## src/rtl/lld_pkg.sv

```systemverilog
package lld_pkg;
  typedef enum logic [1:0] {
    K_READ  = 2'd0,
    K_WRITE = 2'd1,
    K_ROLL  = 2'd2,
    K_NONE  = 2'd3
  } req_kind_e;

  typedef enum logic [1:0] {
    S_HOME  = 2'd0,
    S_FRESH = 2'd1,
    S_GONE  = 2'd2
  } blk_state_e;
endpackage

```

## src/rtl/lld_store.sv

```systemverilog
module lld_store
  import lld_pkg::*;
#(
  parameter int BLOCKS = 64,
  parameter int NW     = 4,
  localparam int BW    = (BLOCKS > 1) ? $clog2(BLOCKS) : 1
) (
  input  logic          clk,
  input  logic          rst_n,
  input  logic [BW-1:0] rd_blk,
  output blk_state_e    rd_state,
  output logic          rd_hv,
  output logic [NW-1:0] rd_head,
  input  logic          wr_en,
  input  logic [BW-1:0] wr_blk,
  input  blk_state_e    wr_state,
  input  logic          wr_hv,
  input  logic [NW-1:0] wr_head
);
  blk_state_e          st_q   [BLOCKS];
  logic                hv_q   [BLOCKS];
  logic [NW-1:0]       head_q [BLOCKS];

  for (genvar g = 0; g < BLOCKS; g++) begin : g_entry
    logic hit;
    assign hit = wr_en && (wr_blk == BW'(g));
    always_ff @(posedge clk) begin
      if (!rst_n) begin
        st_q[g]   <= S_HOME;
        hv_q[g]   <= 1'b0;
        head_q[g] <= '0;
      end else if (hit) begin
        st_q[g]   <= wr_state;
        hv_q[g]   <= wr_hv;
        head_q[g] <= wr_head;
      end
    end
  end

  assign rd_state = st_q[rd_blk];
  assign rd_hv    = hv_q[rd_blk];
  assign rd_head  = head_q[rd_blk];
endmodule

```

## src/rtl/lld_policy.sv

```systemverilog
module lld_policy
  import lld_pkg::*;
#(
  parameter int NW = 4
) (
  input  req_kind_e     kind,
  input  logic [NW-1:0] node,
  input  logic          succ_valid,
  input  logic [NW-1:0] succ,
  input  blk_state_e    cur_state,
  input  logic          cur_hv,
  input  logic [NW-1:0] cur_head,
  output blk_state_e    nx_state,
  output logic          nx_hv,
  output logic [NW-1:0] nx_head,
  output logic          applied,
  output logic          from_mem,
  output logic          old_hv,
  output logic [NW-1:0] old_head
);
  logic is_head;
  assign is_head = cur_hv && (cur_head == node);

  always_comb begin
    nx_state = cur_state;
    nx_hv    = cur_hv;
    nx_head  = cur_head;
    applied  = 1'b0;
    from_mem = 1'b0;
    old_hv   = cur_hv;
    old_head = cur_head;
    unique case (kind)
      K_READ: begin
        applied  = 1'b1;
        nx_hv    = 1'b1;
        nx_head  = node;
        from_mem = (cur_state != S_GONE);
        nx_state = (cur_state == S_GONE) ? S_GONE : S_FRESH;
      end
      K_WRITE: begin
        applied  = 1'b1;
        nx_hv    = 1'b1;
        nx_head  = node;
        from_mem = (cur_state != S_GONE);
        nx_state = S_GONE;
      end
      K_ROLL: begin
        if (is_head) begin
          applied = 1'b1;
          if (succ_valid) begin
            nx_head = succ;
          end else begin
            nx_hv    = 1'b0;
            nx_head  = '0;
            nx_state = S_HOME;
          end
        end
      end
      default: ;
    endcase
  end
endmodule

```

## src/rtl/lld_ctrl.sv

```systemverilog
module lld_ctrl
  import lld_pkg::*;
#(
  parameter int NW = 4,
  parameter int BW = 6
) (
  input  logic          clk,
  input  logic          rst_n,
  input  logic          req_valid,
  output logic          req_ready,
  input  logic [1:0]    req_kind,
  input  logic [BW-1:0] req_blk,
  input  logic [NW-1:0] req_node,
  input  logic          req_succ_valid,
  input  logic [NW-1:0] req_succ,
  output req_kind_e     q_kind,
  output logic [BW-1:0] q_blk,
  output logic [NW-1:0] q_node,
  output logic          q_sv,
  output logic [NW-1:0] q_succ,
  output logic          wr_en,
  input  blk_state_e    cur_state,
  input  blk_state_e    nx_state,
  input  logic          applied,
  input  logic          from_mem,
  input  logic          old_hv,
  input  logic [NW-1:0] old_head,
  output logic          rsp_valid,
  input  logic          rsp_ready,
  output logic          r_applied,
  output logic          r_from_mem,
  output logic          r_old_hv,
  output logic [NW-1:0] r_old_head,
  output blk_state_e    r_prev,
  output blk_state_e    r_new
);
  typedef enum logic [1:0] {P_IDLE, P_LOOK, P_RESP} phase_e;
  phase_e ph_q;

  logic accept;
  assign req_ready = (ph_q == P_IDLE);
  assign accept    = req_valid && req_ready;
  assign wr_en     = (ph_q == P_LOOK);
  assign rsp_valid = (ph_q == P_RESP);

  always_ff @(posedge clk) begin
    if (!rst_n) begin
      ph_q <= P_IDLE;
    end else begin
      unique case (ph_q)
        P_IDLE:  if (accept) ph_q <= P_LOOK;
        P_LOOK:  ph_q <= P_RESP;
        P_RESP:  if (rsp_ready) ph_q <= P_IDLE;
        default: ph_q <= P_IDLE;
      endcase
    end
  end

  always_ff @(posedge clk) begin
    if (!rst_n) begin
      q_kind <= K_NONE;
      q_blk  <= '0;
      q_node <= '0;
      q_sv   <= 1'b0;
      q_succ <= '0;
    end else if (accept) begin
      q_kind <= req_kind_e'(req_kind);
      q_blk  <= req_blk;
      q_node <= req_node;
      q_sv   <= req_succ_valid;
      q_succ <= req_succ;
    end
  end

  always_ff @(posedge clk) begin
    if (!rst_n) begin
      r_applied  <= 1'b0;
      r_from_mem <= 1'b0;
      r_old_hv   <= 1'b0;
      r_old_head <= '0;
      r_prev     <= S_HOME;
      r_new      <= S_HOME;
    end else if (ph_q == P_LOOK) begin
      r_applied  <= applied;
      r_from_mem <= from_mem;
      r_old_hv   <= old_hv;
      r_old_head <= old_head;
      r_prev     <= cur_state;
      r_new      <= nx_state;
    end
  end
endmodule

```

## src/rtl/lld_home_dir.sv

```systemverilog
module lld_home_dir
  import lld_pkg::*;
#(
  parameter int NODES  = 16,
  parameter int BLOCKS = 64,
  localparam int NW    = (NODES > 1) ? $clog2(NODES) : 1,
  localparam int BW    = (BLOCKS > 1) ? $clog2(BLOCKS) : 1
) (
  input  logic          clk,
  input  logic          rst_n,
  input  logic          req_valid,
  output logic          req_ready,
  input  logic [1:0]    req_kind,
  input  logic [BW-1:0] req_blk,
  input  logic [NW-1:0] req_node,
  input  logic          req_succ_valid,
  input  logic [NW-1:0] req_succ,
  output logic          rsp_valid,
  input  logic          rsp_ready,
  output logic [1:0]    rsp_kind,
  output logic [BW-1:0] rsp_blk,
  output logic [NW-1:0] rsp_node,
  output logic          rsp_applied,
  output logic          rsp_from_mem,
  output logic          rsp_old_head_valid,
  output logic [NW-1:0] rsp_old_head,
  output logic [1:0]    rsp_prev_state,
  output logic [1:0]    rsp_new_state
);
  req_kind_e     q_kind;
  logic [BW-1:0] q_blk;
  logic [NW-1:0] q_node, q_succ;
  logic          q_sv, wr_en;
  blk_state_e    cur_state, nx_state, r_prev, r_new;
  logic          cur_hv, nx_hv, applied, from_mem, old_hv;
  logic [NW-1:0] cur_head, nx_head, old_head;

  lld_store #(.BLOCKS(BLOCKS), .NW(NW)) u_store (
    .clk      (clk),
    .rst_n    (rst_n),
    .rd_blk   (q_blk),
    .rd_state (cur_state),
    .rd_hv    (cur_hv),
    .rd_head  (cur_head),
    .wr_en    (wr_en),
    .wr_blk   (q_blk),
    .wr_state (nx_state),
    .wr_hv    (nx_hv),
    .wr_head  (nx_head)
  );

  lld_policy #(.NW(NW)) u_policy (
    .kind       (q_kind),
    .node       (q_node),
    .succ_valid (q_sv),
    .succ       (q_succ),
    .cur_state  (cur_state),
    .cur_hv     (cur_hv),
    .cur_head   (cur_head),
    .nx_state   (nx_state),
    .nx_hv      (nx_hv),
    .nx_head    (nx_head),
    .applied    (applied),
    .from_mem   (from_mem),
    .old_hv     (old_hv),
    .old_head   (old_head)
  );

  lld_ctrl #(.NW(NW), .BW(BW)) u_ctrl (
    .clk            (clk),
    .rst_n          (rst_n),
    .req_valid      (req_valid),
    .req_ready      (req_ready),
    .req_kind       (req_kind),
    .req_blk        (req_blk),
    .req_node       (req_node),
    .req_succ_valid (req_succ_valid),
    .req_succ       (req_succ),
    .q_kind         (q_kind),
    .q_blk          (q_blk),
    .q_node         (q_node),
    .q_sv           (q_sv),
    .q_succ         (q_succ),
    .wr_en          (wr_en),
    .cur_state      (cur_state),
    .nx_state       (nx_state),
    .applied        (applied),
    .from_mem       (from_mem),
    .old_hv         (old_hv),
    .old_head       (old_head),
    .rsp_valid      (rsp_valid),
    .rsp_ready      (rsp_ready),
    .r_applied      (rsp_applied),
    .r_from_mem     (rsp_from_mem),
    .r_old_hv       (rsp_old_head_valid),
    .r_old_head     (rsp_old_head),
    .r_prev         (r_prev),
    .r_new          (r_new)
  );

  assign rsp_kind       = q_kind;
  assign rsp_blk        = q_blk;
  assign rsp_node       = q_node;
  assign rsp_prev_state = r_prev;
  assign rsp_new_state  = r_new;
endmodule

```

## config.mk

```make
export PLATFORM = sky130hd
export DESIGN_NAME = lld_home_dir
export DESIGN_NICKNAME = d
export VERILOG_FILES = /design/src/rtl/lld_pkg.sv /design/src/rtl/lld_store.sv /design/src/rtl/lld_policy.sv /design/src/rtl/lld_ctrl.sv /design/src/rtl/lld_home_dir.sv
export SDC_FILE = /design/constraint.sdc
export NUM_CORES = 1
export LEC_CHECK = 0
export BUFFER_PORTS_ARGS = -buffer_cell sky130_fd_sc_hd__buf_2
export CORE_MARGIN = 5
export CORE_UTILIZATION = 28
export CTS_CLUSTER_SIZE = 12
export DETAILED_ROUTE_END_ITERATION = 10
export PLACE_DENSITY_LB_ADDON = 0.1
export SLEW_MARGIN = 10
export SYNTH_ARGS = -nofsm -noshare
export SYNTH_HDL_FRONTEND = slang
export SYNTH_SLANG_ARGS = --single-unit
```

## constraint.sdc

```tcl
create_clock -name clk -period 4.6 [get_ports clk]
set_clock_uncertainty 0.2 [all_clocks]
set_input_delay 0.46 -clock clk [delete_from_list [all_inputs] [get_ports clk]]
set_output_delay 0.46 -clock clk [all_outputs]
set_load 0.05 [all_outputs]
```

# ---- Word level (Yosys, flattened, before mapping)
# Memory sizes are Yosys's and may differ from the RTL's. A register that Yosys moved wholly into a read port is not among the register bits.
# Cells that the tools add are included.
dict set report word_totals {
  regBits 30
  ram_bits 448
  out_inout_bits 25
  wordCells 757
  memories 3
}
dict set report op_classes {
  n_eq_ne 72
  mux 407
  n_bitwise 192
  n_reduce_logical 71
}
# memory depth word_bits read_ports rd_clocked_by_memory_dff wr line
set memory_table {}
lappend memory_table {u_store.head_q 64 4 1 1 64 lld_store.sv:22} ;# logic [NW-1:0] head_q [BLOCKS];
lappend memory_table {u_store.st_q 64 2 1 1 64 lld_store.sv:20} ;# blk_state_e st_q [BLOCKS];
lappend memory_table {u_store.hv_q 64 1 1 1 64 lld_store.sv:21} ;# logic hv_q [BLOCKS];
# op n
set op_table {}
lappend op_table {{$mux W4} 66}
lappend op_table {{$mux W1} 261}
lappend op_table {{$eq A6 B6 Y1 const B} 32}
lappend op_table {{$or A1 B1 Y1} 192}
lappend op_table {{$mux W2} 69}
lappend op_table {{$eq A6 B5 Y1 const B} 16}
lappend op_table {{$logic_and A1 B1 Y1} 66}
lappend op_table {{$eq A6 B4 Y1 const B} 8}
lappend op_table {{$mux W6} 6}
lappend op_table {{$eq A6 B3 Y1 const B} 4}
lappend op_table {{$eq A6 B2 Y1 const B} 2}
lappend op_table {{$pmux W2 S3} 2}
lappend op_table {{$pmux W4 S2} 1}
lappend op_table {{$eq A2 B2 Y1 const B} 3}
lappend op_table {{$eq A6 B1 Y1 const B} 1}
lappend op_table {{$logic_not A6 Y1} 1}
lappend op_table {{$eq A2 B1 Y1 const B} 2}
lappend op_table {{$eq A4 B4 Y1} 1}
lappend op_table {{$logic_not A2 Y1} 2}
lappend op_table {{$ne A2 B2 Y1 const B} 2}
lappend op_table {{$pmux W1 S2} 2}
lappend op_table {{$ne A2 B1 Y1 const B} 1}
lappend op_table {{$reduce_and A2 Y1} 1}
lappend op_table {{$reduce_or A2 Y1} 1}

# ---- Logic depth before layout (Yosys ltp)
# Gate-level depths: netlist of the first run.
dict set report depth {
  word_depth 6
  depth_mapped 16
}

# ---- Hierarchy
# Synthesis of the first run repeated with hierarchy kept, for this count alone.
dict set report unflattened {
  hier_cells 1575
  area_unflattened_um2 22348.9
}
# mod instances cells_per_inst area_per_inst_um2 seq_area_each_um2
set by_module_without_submodules {}
lappend by_module_without_submodules {lld_store 1 1391 20871.3 13442.9}
lappend by_module_without_submodules {lld_ctrl 1 130 1121.1 600.6}
lappend by_module_without_submodules {lld_policy 1 54 356.6 0.0}

# ---- Least setup slack after synthesis of the first run
# No wires, ideal clock.
dict set report synth_path {
  path_kind {register -> register}
  startpoint {register (tool-made name)}
  endpoint {memory u_store.st_q[51][0] (netlist bit), data pin}
  arrival_time_ps 3018
  t_required_ps 4141
  slack_ps 1123
  stages_incl_launch_ff 16
  n_path_buf 7
  synth_period_minus_slack_ps 3477
  path_cell_list {dfxtp_1 > buf_6 > buf_6 > buf_6 > buf_6 > buf_4 > buf_2 > mux4_2 > mux4_2 > a22oi_1 > nand2_1 > nor2_2 > nor3_2 > a21oi_4 > buf_6 > nor2_1}
}
# element line
set synth_lines {}
lappend synth_lines {{end, declared} lld_store.sv:20}

==> impl_metrics.csv, run 1 <==
group,metric,value,unit
run_status,status,"complete, no violations",
yosys,synth_top_cell_area_share,61.1,%
worst_setup_path,worst-setup-path-type,"flop to flop",
pwr,intPower,7.81,mW
drt,drcViolationCount,0,
yosys,yosysWarningCount,0,
cts,clk_latency,0.61,ns
min_path,holdCritPathClass,"input port to flop",
cts,cts.clk_slew.worst_paths,0.06,ns
pwr,p_leak,8.75,nW
worst_setup_path,required,4.74,ns
yosys,synth_cell_type_count,60,
sta,final.setup.tns,0,ns
pwr,p_per_area,417,nW/µm²
pwr,power.switching,2.90,mW
sta,period_share,94.2,%
cts,cts.sinks,484,
global_route,grt_pass1_vias,14300,
yosys,avgSynthCellArea,13.1,µm²
die,initial_utilization,28.3,%
die,dieHeight,290,µm
yosys,synth_cells,1679,
place,io_buffers,45,
worst_setup_path,crit_fanout,26,
yosys,synth_area_leaders,"edfxtp_1, mux4_2, nor2_1",
sta,hold_violations,0,
min_path,whs_path_depth,3,
cts,root_buffer,"clkbuf_16",
die,rows,102,
worst_setup_path,crit_path_end_kind,"flop",
drt,drtAntennaViolNets,0,
die,die-area,84100,µm²
layout,syn2layout_area_growth,16.9,%
sta,tightest_slew,1.22,ns
yosys,ys_ff_latch,484,
yosys,synthFlopType,"edfxtp_1",
yosys,synth_top_area_cell,"edfxtp_1",
die,dieWidth,290,µm
drt,wl_per_cell,25.6,µm
pwr,switching_share,27.0,%
pwr,finalPower,10.7,mW
cts,htreeDepth,2,
sta,drv_slew,0,
pwr,power_frac_clock,39.0,%
yosys,synth_most_common_cell,"nor2_1",
global_route,grt_antenna_before_repair,2,
sta,fmax,0.231,GHz
cts,cts-buffers-inserted,54,
die,ios,46,
drt,viasPerCell,4.93,
cts,postCtsSetupBuffers,0,
worst_setup_path,critPathLaunchType,"flop",
yosys,synth_area,22000,µm²
global_route,grt_use_total,17.2,%
sta,setup_viol,0,
yosys,yosysSeqAreaShare,64.5,%
sta,relSlewSlack,17.8,%
cts,cts_buffer_depth,3,
place,dp_hpwl,51300,µm
layout,nets,1833,
drt,first_pass_iters,5,
pwr,pwr-share-seq,47.1,%
global_route,grt_max_degree,53,
sta,rsz0062_at_grt,"no",
drt,drt_iter0_markers,1084,
yosys,synthTopCellsByCount,"nor2_1, edfxtp_1, nand2_1",
flow_run,cap_violations,0,
layout,antenna_cells,0,
sta,fin_hold_ws,0.0729,ns
layout,instances_no_fill,2895,
global_route,grt_overflow,0,
place,dp.cells,2779,
drt,num_vias,14300,
yosys,synth_nets,1700,
drt,drt_wl_total,74200,µm
global_route,grt_pass1_wl,107000,µm
pwr,ir_drop,0.243,mV
pwr,p_comb_share,13.9,%
worst_setup_path,critPathArrivalTime,4.47,ns
layout,drive_gt1_share,19.9,%
worst_setup_path,worst_r2r_path_depth,11,
die,coreArea,77600,µm²
sta,min_period,4.33,ns
place,globalplace.congestion,0.833,
layout,utilization,33.1,%
yosys,synth_enable_flop_cells,447,
yosys,synthArstFlopShare,0,%
cts,cts_tree,"built",
-- area by class of cell --
type | instances | area [µm²]
Tap cell | 1040 | 1300
Clock inverter | 25 | 145
Fill cell | 7812 | 51900
Timing Repair Buffer | 191 | 1550
Sequential cell | 484 | 14200
Inverter | 8 | 30.0
Multi-Input combinational cell | 1073 | 6920
Clock buffer | 74 | 1540
-- cells by family after synthesis --
kind of cell	count (synthesis)	synth area share, %
AOI/OAI and AO/OA	176	5.08
buffers and inverters	122	4.10
DFF	484	64.5
muxes	159	12.5
and+or+nand+nor	738	13.8
-- final timing paths --
check / startpoint / to / slack, ns
min reg2reg: u_ctrl.r_old_head[1] / u_ctrl.r_old_head[1] / 0.26
min: req_blk[0] / u_ctrl.q_blk[0] / 0.07
max reg2reg: flop / u_store.head_q[6][1] / 0.27
max: flop / u_store.head_q[6][1] / 0.27
-- power groups by stage --
stage | clock (mW) | combinational [mW] | sequential [mW]
4_1_cts | 4.29 | 1.51 | 5.05
6_report | 4.18 | 1.49 | 5.04
2_1_floorplan | 0 | 0.913 | 5.13
3_3_place_gp | 0 | 1.50 | 5.14
3_5_place_dp | 0 | 1.50 | 5.14
5_1_grt | 4.45 | 1.58 | 5.06
-- cell usage in the layout (no fill, tap or decap), drive strengths merged, types with 9 or more instances in the layout --
master / n
mux4: 91
mux2: 9
nand2: 149
nor3: 12
a211oi: 11
mux2i: 59
nor2b: 17
nand3: 24
edfxtp: 447
dfxtp: 37
clkbuf: 74
a22oi: 20
nor2: 490
buf: 174
a21oi: 31
inv: 10
nand2b: 14
clkinv: 20
dlygate4sd3: 17
o21ai: 78
-- critical path: stages, from the launching register on --
cell	delay [ns]
dfxtp_4	0.71
buf_12	0.29
mux4_2	0.56
o21ai_0	0.44
a221oi_1	0.18
nand2_1	0.19
a21oi_1	0.08
and4b_1	0.40
nand4_4	0.23
mux2_4	0.44
buf_12	0.22
nor2_1	0.06
-- flip-flops by register name, indices dropped and copies added (netlist names), 4 cells and up, named ones only --
signal,flops
u_store.head_q,256
u_store.st_q,128
u_store.hv_q,64
u_ctrl.q_blk,6
u_ctrl.q_node,4
u_ctrl.q_succ,4
u_ctrl.r_old_head,4
-- metrics by stage --
step,worst slack (ns),instance area (µm²)
final,0.268,25700
after global routing,0.0607,25700
after CTS,0.202,25700
after detailed placement,0.240,23800
after global placement,0.243,23800
after floorplan,1.12,22000
-- metal layers --
metal  up-vias  track usage [%]  part of all wire (%)
met5         -                0                     0
met1      7377             24.4                    46
met2       412             28.1                    47
met3        96             2.26                   4.4
li1       6388                -                     -
met4         0             4.28                   2.3
-- what timing repair did --
action	CTS	global route
hold buffers	17	0
gates resized for setup	0	0
endpoints found under the hold margin	22	0
Note: power is estimated with default switching activity, not from simulation.
==> run 2: changes to the inputs <==
--- a/config.mk
+++ b/config.mk
@@ -10,7 +10,6 @@
 export CORE_UTILIZATION = 28
 export CTS_CLUSTER_SIZE = 12
 export DETAILED_ROUTE_END_ITERATION = 10
-export PLACE_DENSITY_LB_ADDON = 0.1
 export SLEW_MARGIN = 10
 export SYNTH_ARGS = -nofsm -noshare
 export SYNTH_HDL_FRONTEND = slang
==> constraint.sdc (replaced) <==
create_clock -name clk -period 3.9 [get_ports clk]
set_clock_uncertainty 0.2 [all_clocks]
set_input_delay 0.39 -clock clk [delete_from_list [all_inputs] [get_ports clk]]
set_output_delay 0.39 -clock clk [all_outputs]
set_load 0.05 [all_outputs]
==> run 2 against run 1 <==
Effect of this change:
- fmax is 13% higher
- non-clock buffer count is 58 higher
- first-iteration DRC count is 56% higher
- hold slack better by 0.15 ns
- cell count is 1.7% higher
- largest power group unchanged
==> impl_metrics.csv, run 2 (synthesis results as in run 1) <==
group,metric,value,unit
layout,instances_no_fill,2944,
layout,largest_reg_flops,256,
drt,drcViolationCount,0,
pwr,p_per_area,469,nW/µm²
place,dp_hpwl,45300,µm
drt,wl_per_cell,22.2,µm
worst_setup_path,required,4.04,ns
layout,syn2layout_area_growth,19.2,%
cts,cts.clk_slew.worst_paths,0.06,ns
layout,nFillCells,7653,
sta,rsz0062_at_grt,"no",
layout,top_register,"u_store.head_q",
cts,cts-buffers-inserted,50,
min_path,holdCritPathClass,"input port to flop",
pwr,p_leak,9.01,nW
worst_setup_path,worst-setup-path-type,"flop to flop",
global_route,grt_overflow,0,
cts,cts_tree,"built",
layout,drive_gt1_share,22.3,%
die,rows,102,
die,dieWidth,290,µm
drt,num_vias,14800,
pwr,finalPower,12.3,mW
die,die-area,84100,µm²
global_route,grt_antenna_before_repair,3,
global_route,grt_use_total,14.9,%
drt,first_pass_iters,6,
sta,relSlewSlack,31.5,%
sta,setup_viol,0,
sta,tightest_slew,1.02,ns
cts,clk_latency,0.62,ns
layout,reg_top3,"u_store.head_q (256), u_store.st_q (128), u_store.hv_q (64)",
sta,hold_violations,0,
place,dp.cells,2822,
die,coreArea,77600,µm²
sta,min_period,3.84,ns
worst_setup_path,crit_path_end_kind,"flop",
sta,fin_hold_ws,0.223,ns
drt,drt_wl_total,65400,µm
layout,layout_commonest_cell,"nor2_1",
place,globalplace.congestion,0.921,
die,dieHeight,290,µm
sta,period_share,98.4,%
global_route,grt_max_degree,69,
place,io_buffers,45,
worst_setup_path,critPathLaunchType,"flop",
worst_setup_path,critPathArrivalTime,3.98,ns
layout,seqCellArea,14200,µm²
layout,final_cell_mix,"nor2_1, edfxtp_1, buf_4",
flow_run,cap_violations,0,
sta,fmax,0.261,GHz
sta,drv_slew,0,
global_route,grt_pass1_vias,14900,
cts,htreeDepth,2,
die,initial_utilization,28.3,%
cts,root_buffer,"clkbuf_16",
global_route,grt_pass1_wl,96400,µm
cts,cts.sinks,484,
pwr,ir_drop,0.425,mV
cts,cts_buffer_depth,3,
worst_setup_path,crit_fanout,20,
drt,drtAntennaViolNets,0,
layout,multiInputGateArea,6960,µm²
die,ios,46,
layout,nets,1887,
drt,drt_iter0_markers,1689,
drt,viasPerCell,5.02,
run_status,status,"complete, no violations",
==> run 2: metrics by stage <==
step | setup TNS [ns] | instance area (µm²) | setup WS (ns) | util (%)
floorplan | 0 | 22000 | 0.423 | -
global placement | -7.58 | 24300 | -0.0809 | 31.3
detailed placement | -22.68 | 24300 | -0.124 | 31.3
CTS | 0 | 26000 | 0.00391 | 33.5
global route | 0 | 26200 | 0.00127 | 33.7
finish | 0 | 26200 | 0.0637 | 33.7
==> run 2: power breakdown <==
group | leakage [nW] | switching, mW | internal (mW) | total (mW)
combinational | 3.36 | 1.18 | 0.683 | 1.86
sequential | 4.92 | 0.0948 | 5.84 | 5.93
clock | 0.738 | 1.99 | 2.50 | 4.49
total | 9.01 | 3.26 | 9.02 | 12.3
==> run 2: critical path, stage by stage, from the launching register on <==
cell and delay (ns):
dfxtp_4 0.37, buf_12 0.15, buf_12 0.20, mux4_2 0.53, nand2_1 0.09, nand3_1 0.15, nand4_1 0.15, buf_4 0.15
mux2_2 0.38, a31oi_1 0.21, nand4_1 0.25, a21oi_4 0.26, buf_4 0.17, buf_12 0.18, nor2_1 0.06
==> run 2: worst paths after layout <==
path | from | to | slack, ns | depth (start not counted)
worst max-delay path | flop | u_store.st_q[5][0] | 0.06 | 14
worst min-delay path | req_valid | u_ctrl.ph_q[0] | 0.22 | 3
worst max register to register | flop | u_store.st_q[5][0] | 0.06 | 14
worst min register to register | u_ctrl.r_from_mem | u_ctrl.r_from_mem | 0.26 | 2
==> run 2: repair_timing <==
action	CTS	global route
pin swaps	0	2
hold endpoints to repair	24	0
resized for setup	1	14
gates cloned	0	1
hold buffers	18	0
setup buffers	2	11
setup endpoints to repair	444	444
==> run 2: final cells by class <==
type | count | area share (%)
antenna | 1 | 0.00956
clock buffer | 75 | 5.38
clock inverter | 14 | 0.425
inverter | 8 | 0.124
multi-input combinational | 1073 | 26.6
sequential | 484 | 54.2
tap | 1040 | 4.97
timing repair buffer | 249 | 8.36
==> run 2: per-layer routing <==
| metal | routed length, µm | vias to the layer above | GRT usage (%) |
|---|---|---|---|
| li1 | - | 6484 | - |
| met1 | 25700 | 7385 | 19.5 |
| met2 | 31000 | 770 | 24.3 |
| met3 | 6310 | 149 | 3.54 |
| met4 | 2420 | 0 | 5.50 |
| met5 | 0 | - | 0 |
==> run 3: changes to the inputs <==
--- a/config.mk
+++ b/config.mk
@@ -6,7 +6,6 @@
 export NUM_CORES = 1
 export LEC_CHECK = 0
 export BUFFER_PORTS_ARGS = -buffer_cell sky130_fd_sc_hd__buf_2
-export CORE_MARGIN = 5
 export CORE_UTILIZATION = 28
 export CTS_CLUSTER_SIZE = 12
 export DETAILED_ROUTE_END_ITERATION = 10
==> run 3 against run 2 <==
Effect of this change:
- cell count is 0.65% lower
- fmax is 1.1% higher
- worst setup slack better by 0.040 ns
- non-clock buffer count is 9 lower
- sequential power hardly changed
- cell area is 0.85% lower
- total power is 0.85% lower
- sequential share of layout area is 0.46 points higher
- combinational power hardly changed
- critical path type unchanged
- via count is 0.15% higher
- sequential cell count stayed put
- hold slack worse by 0.015 ns
==> impl_metrics.csv, run 3 (synthesis results as in run 1) <==
group,metric,value,unit
place,dp_hpwl,44800,µm
die,rows,102,
layout,nets,1877,
sta,relSlewSlack,28.5,%
global_route,grt_pass1_wl,95000,µm
global_route,grt_overflow,0,
layout,seqCellArea,14200,µm²
global_route,grt_use_total,16.1,%
pwr,ir_drop,0.290,mV
cts,cts-buffers-inserted,49,
sta,final.setup.tns,0,ns
sta,setup_viol,0,
min_path,holdCritPathClass,"input port to flop",
flow_run,cap_violations,0,
layout,antenna_cells,0,
die,dieHeight,282,µm
layout,nFillCells,7576,
cts,root_buffer,"clkbuf_16",
drt,first_pass_iters,6,
pwr,p_per_area,469,nW/µm²
layout,drive_gt1_share,21.6,%
cts,cts.sinks,484,
global_route,grt_pass1_vias,14800,
die,die-area,79500,µm²
sta,tightest_slew,1.06,ns
worst_setup_path,crit_path_end_kind,"flop",
sta,hold_violations,0,
cts,cts.clk_slew.worst_paths,0.07,ns
die,coreArea,77500,µm²
worst_setup_path,crit_fanout,20,
drt,viasPerCell,5.06,
drt,drt_wl_total,64700,µm
layout,largest_reg_flops,256,
worst_setup_path,critPathLaunchType,"flop",
drt,drtAntennaViolNets,0,
place,globalplace.congestion,0.955,
layout,top_register,"u_store.head_q",
layout,syn2layout_area_growth,18.2,%
layout,reg_top3,"u_store.head_q (256), u_store.st_q (128), u_store.hv_q (64)",
worst_setup_path,critPathArrivalTime,3.92,ns
sta,drv_slew,0,
layout,multiInputGateArea,6930,µm²
place,dp.cells,2819,
min_path,min_from,"rst_n",
layout,instances_no_fill,2925,
worst_setup_path,required,4.02,ns
sta,period_share,97.3,%
drt,drt_iter0_markers,1756,
cts,cts_tree,"built",
sta,fmax,0.263,GHz
layout,layout_commonest_cell,"nor2_1",
pwr,p_leak,8.93,nW
drt,wl_per_cell,22.1,µm
cts,cts_buffer_depth,3,
die,ios,46,
die,initial_utilization,28.3,%
sta,min_period,3.80,ns
drt,drcViolationCount,0,
die,dieWidth,282,µm
run_status,status,"complete, no violations",
layout,final_cell_mix,"nor2_1, edfxtp_1, nand2_1",
global_route,grt_antenna_before_repair,2,
global_route,grt_max_degree,69,
drt,num_vias,14800,
place,io_buffers,45,
worst_setup_path,worst-setup-path-type,"flop to flop",
cts,clk_latency,0.60,ns
cts,htreeDepth,2,
-- run 3: worst paths after layout --
path	slack [ns]	end	depth (start not counted)
worst max-delay path	0.10	u_store.st_q[10][0]	13
worst min-delay path	0.21	u_ctrl.ph_q[0]	4
worst max register to register	0.10	u_store.st_q[10][0]	13
worst min register to register	0.26	u_ctrl.r_prev[0]	2
-- run 3: area by class of cell --
type | instances | area share (%)
flip-flops and latches | 484 | 54.6
multi-input cells | 1073 | 26.7
repair buffers | 240 | 8.06
clock buffers | 71 | 5.22
well taps | 1040 | 5.01
clock inverters | 9 | 0.294
inverters | 8 | 0.116
-- run 3: report_power, final --
group	switching [mW]	internal [mW]
Combinational	1.17	0.684
Sequential	0.0968	5.84
Clock	1.93	2.46
-- run 3: stage by stage --
step	util, %	setup slack, ns	total power [mW]	hold WS [ns]	cell area (µm²)
2_1_floorplan	-	0.423	7.12	0.236	22000
3_3_place_gp	31.2	-0.0391	7.78	0.245	24200
3_5_place_dp	31.2	-0.0815	7.81	0.250	24200
4_1_cts	33.4	0.0863	12.2	0.159	25900
5_1_grt	33.5	-0.00297	12.5	0.228	26000
6_report	33.5	0.104	12.2	0.207	26000
-- run 3: critical path, cell delays in order, from the launching register on --
cell	delay [ns]
dfxtp_4	0.42
buf_8	0.20
buf_12	0.19
nand2b_1	0.24
a211oi_1	0.39
o31ai_1	0.21
or4_1	0.45
a41oi_2	0.18
buf_4	0.17
nand4_1	0.19
a21oi_4	0.23
buf_12	0.15
buf_12	0.19
nor2_1	0.06
-- run 3: layer usage --
metal / GRT usage (%) / up-vias / part of all wire [%]
li1: - / 6457 / -
met1: 20.9 / 7519 / 40
met2: 26.8 / 709 / 48
met3: 2.93 / 121 / 8.5
met4: 5.76 / 4 / 3.3
met5: 0 / - / 0.037
-- run 3: timing repair --
item                                    CTS  global route
setup buffers                             3             4
gates cloned                              0             1
pin swaps                                 0             1
hold endpoints to repair                 24             0
hold buffers                             18             0
resized for setup                         0             6
endpoints found under the setup margin  268           292
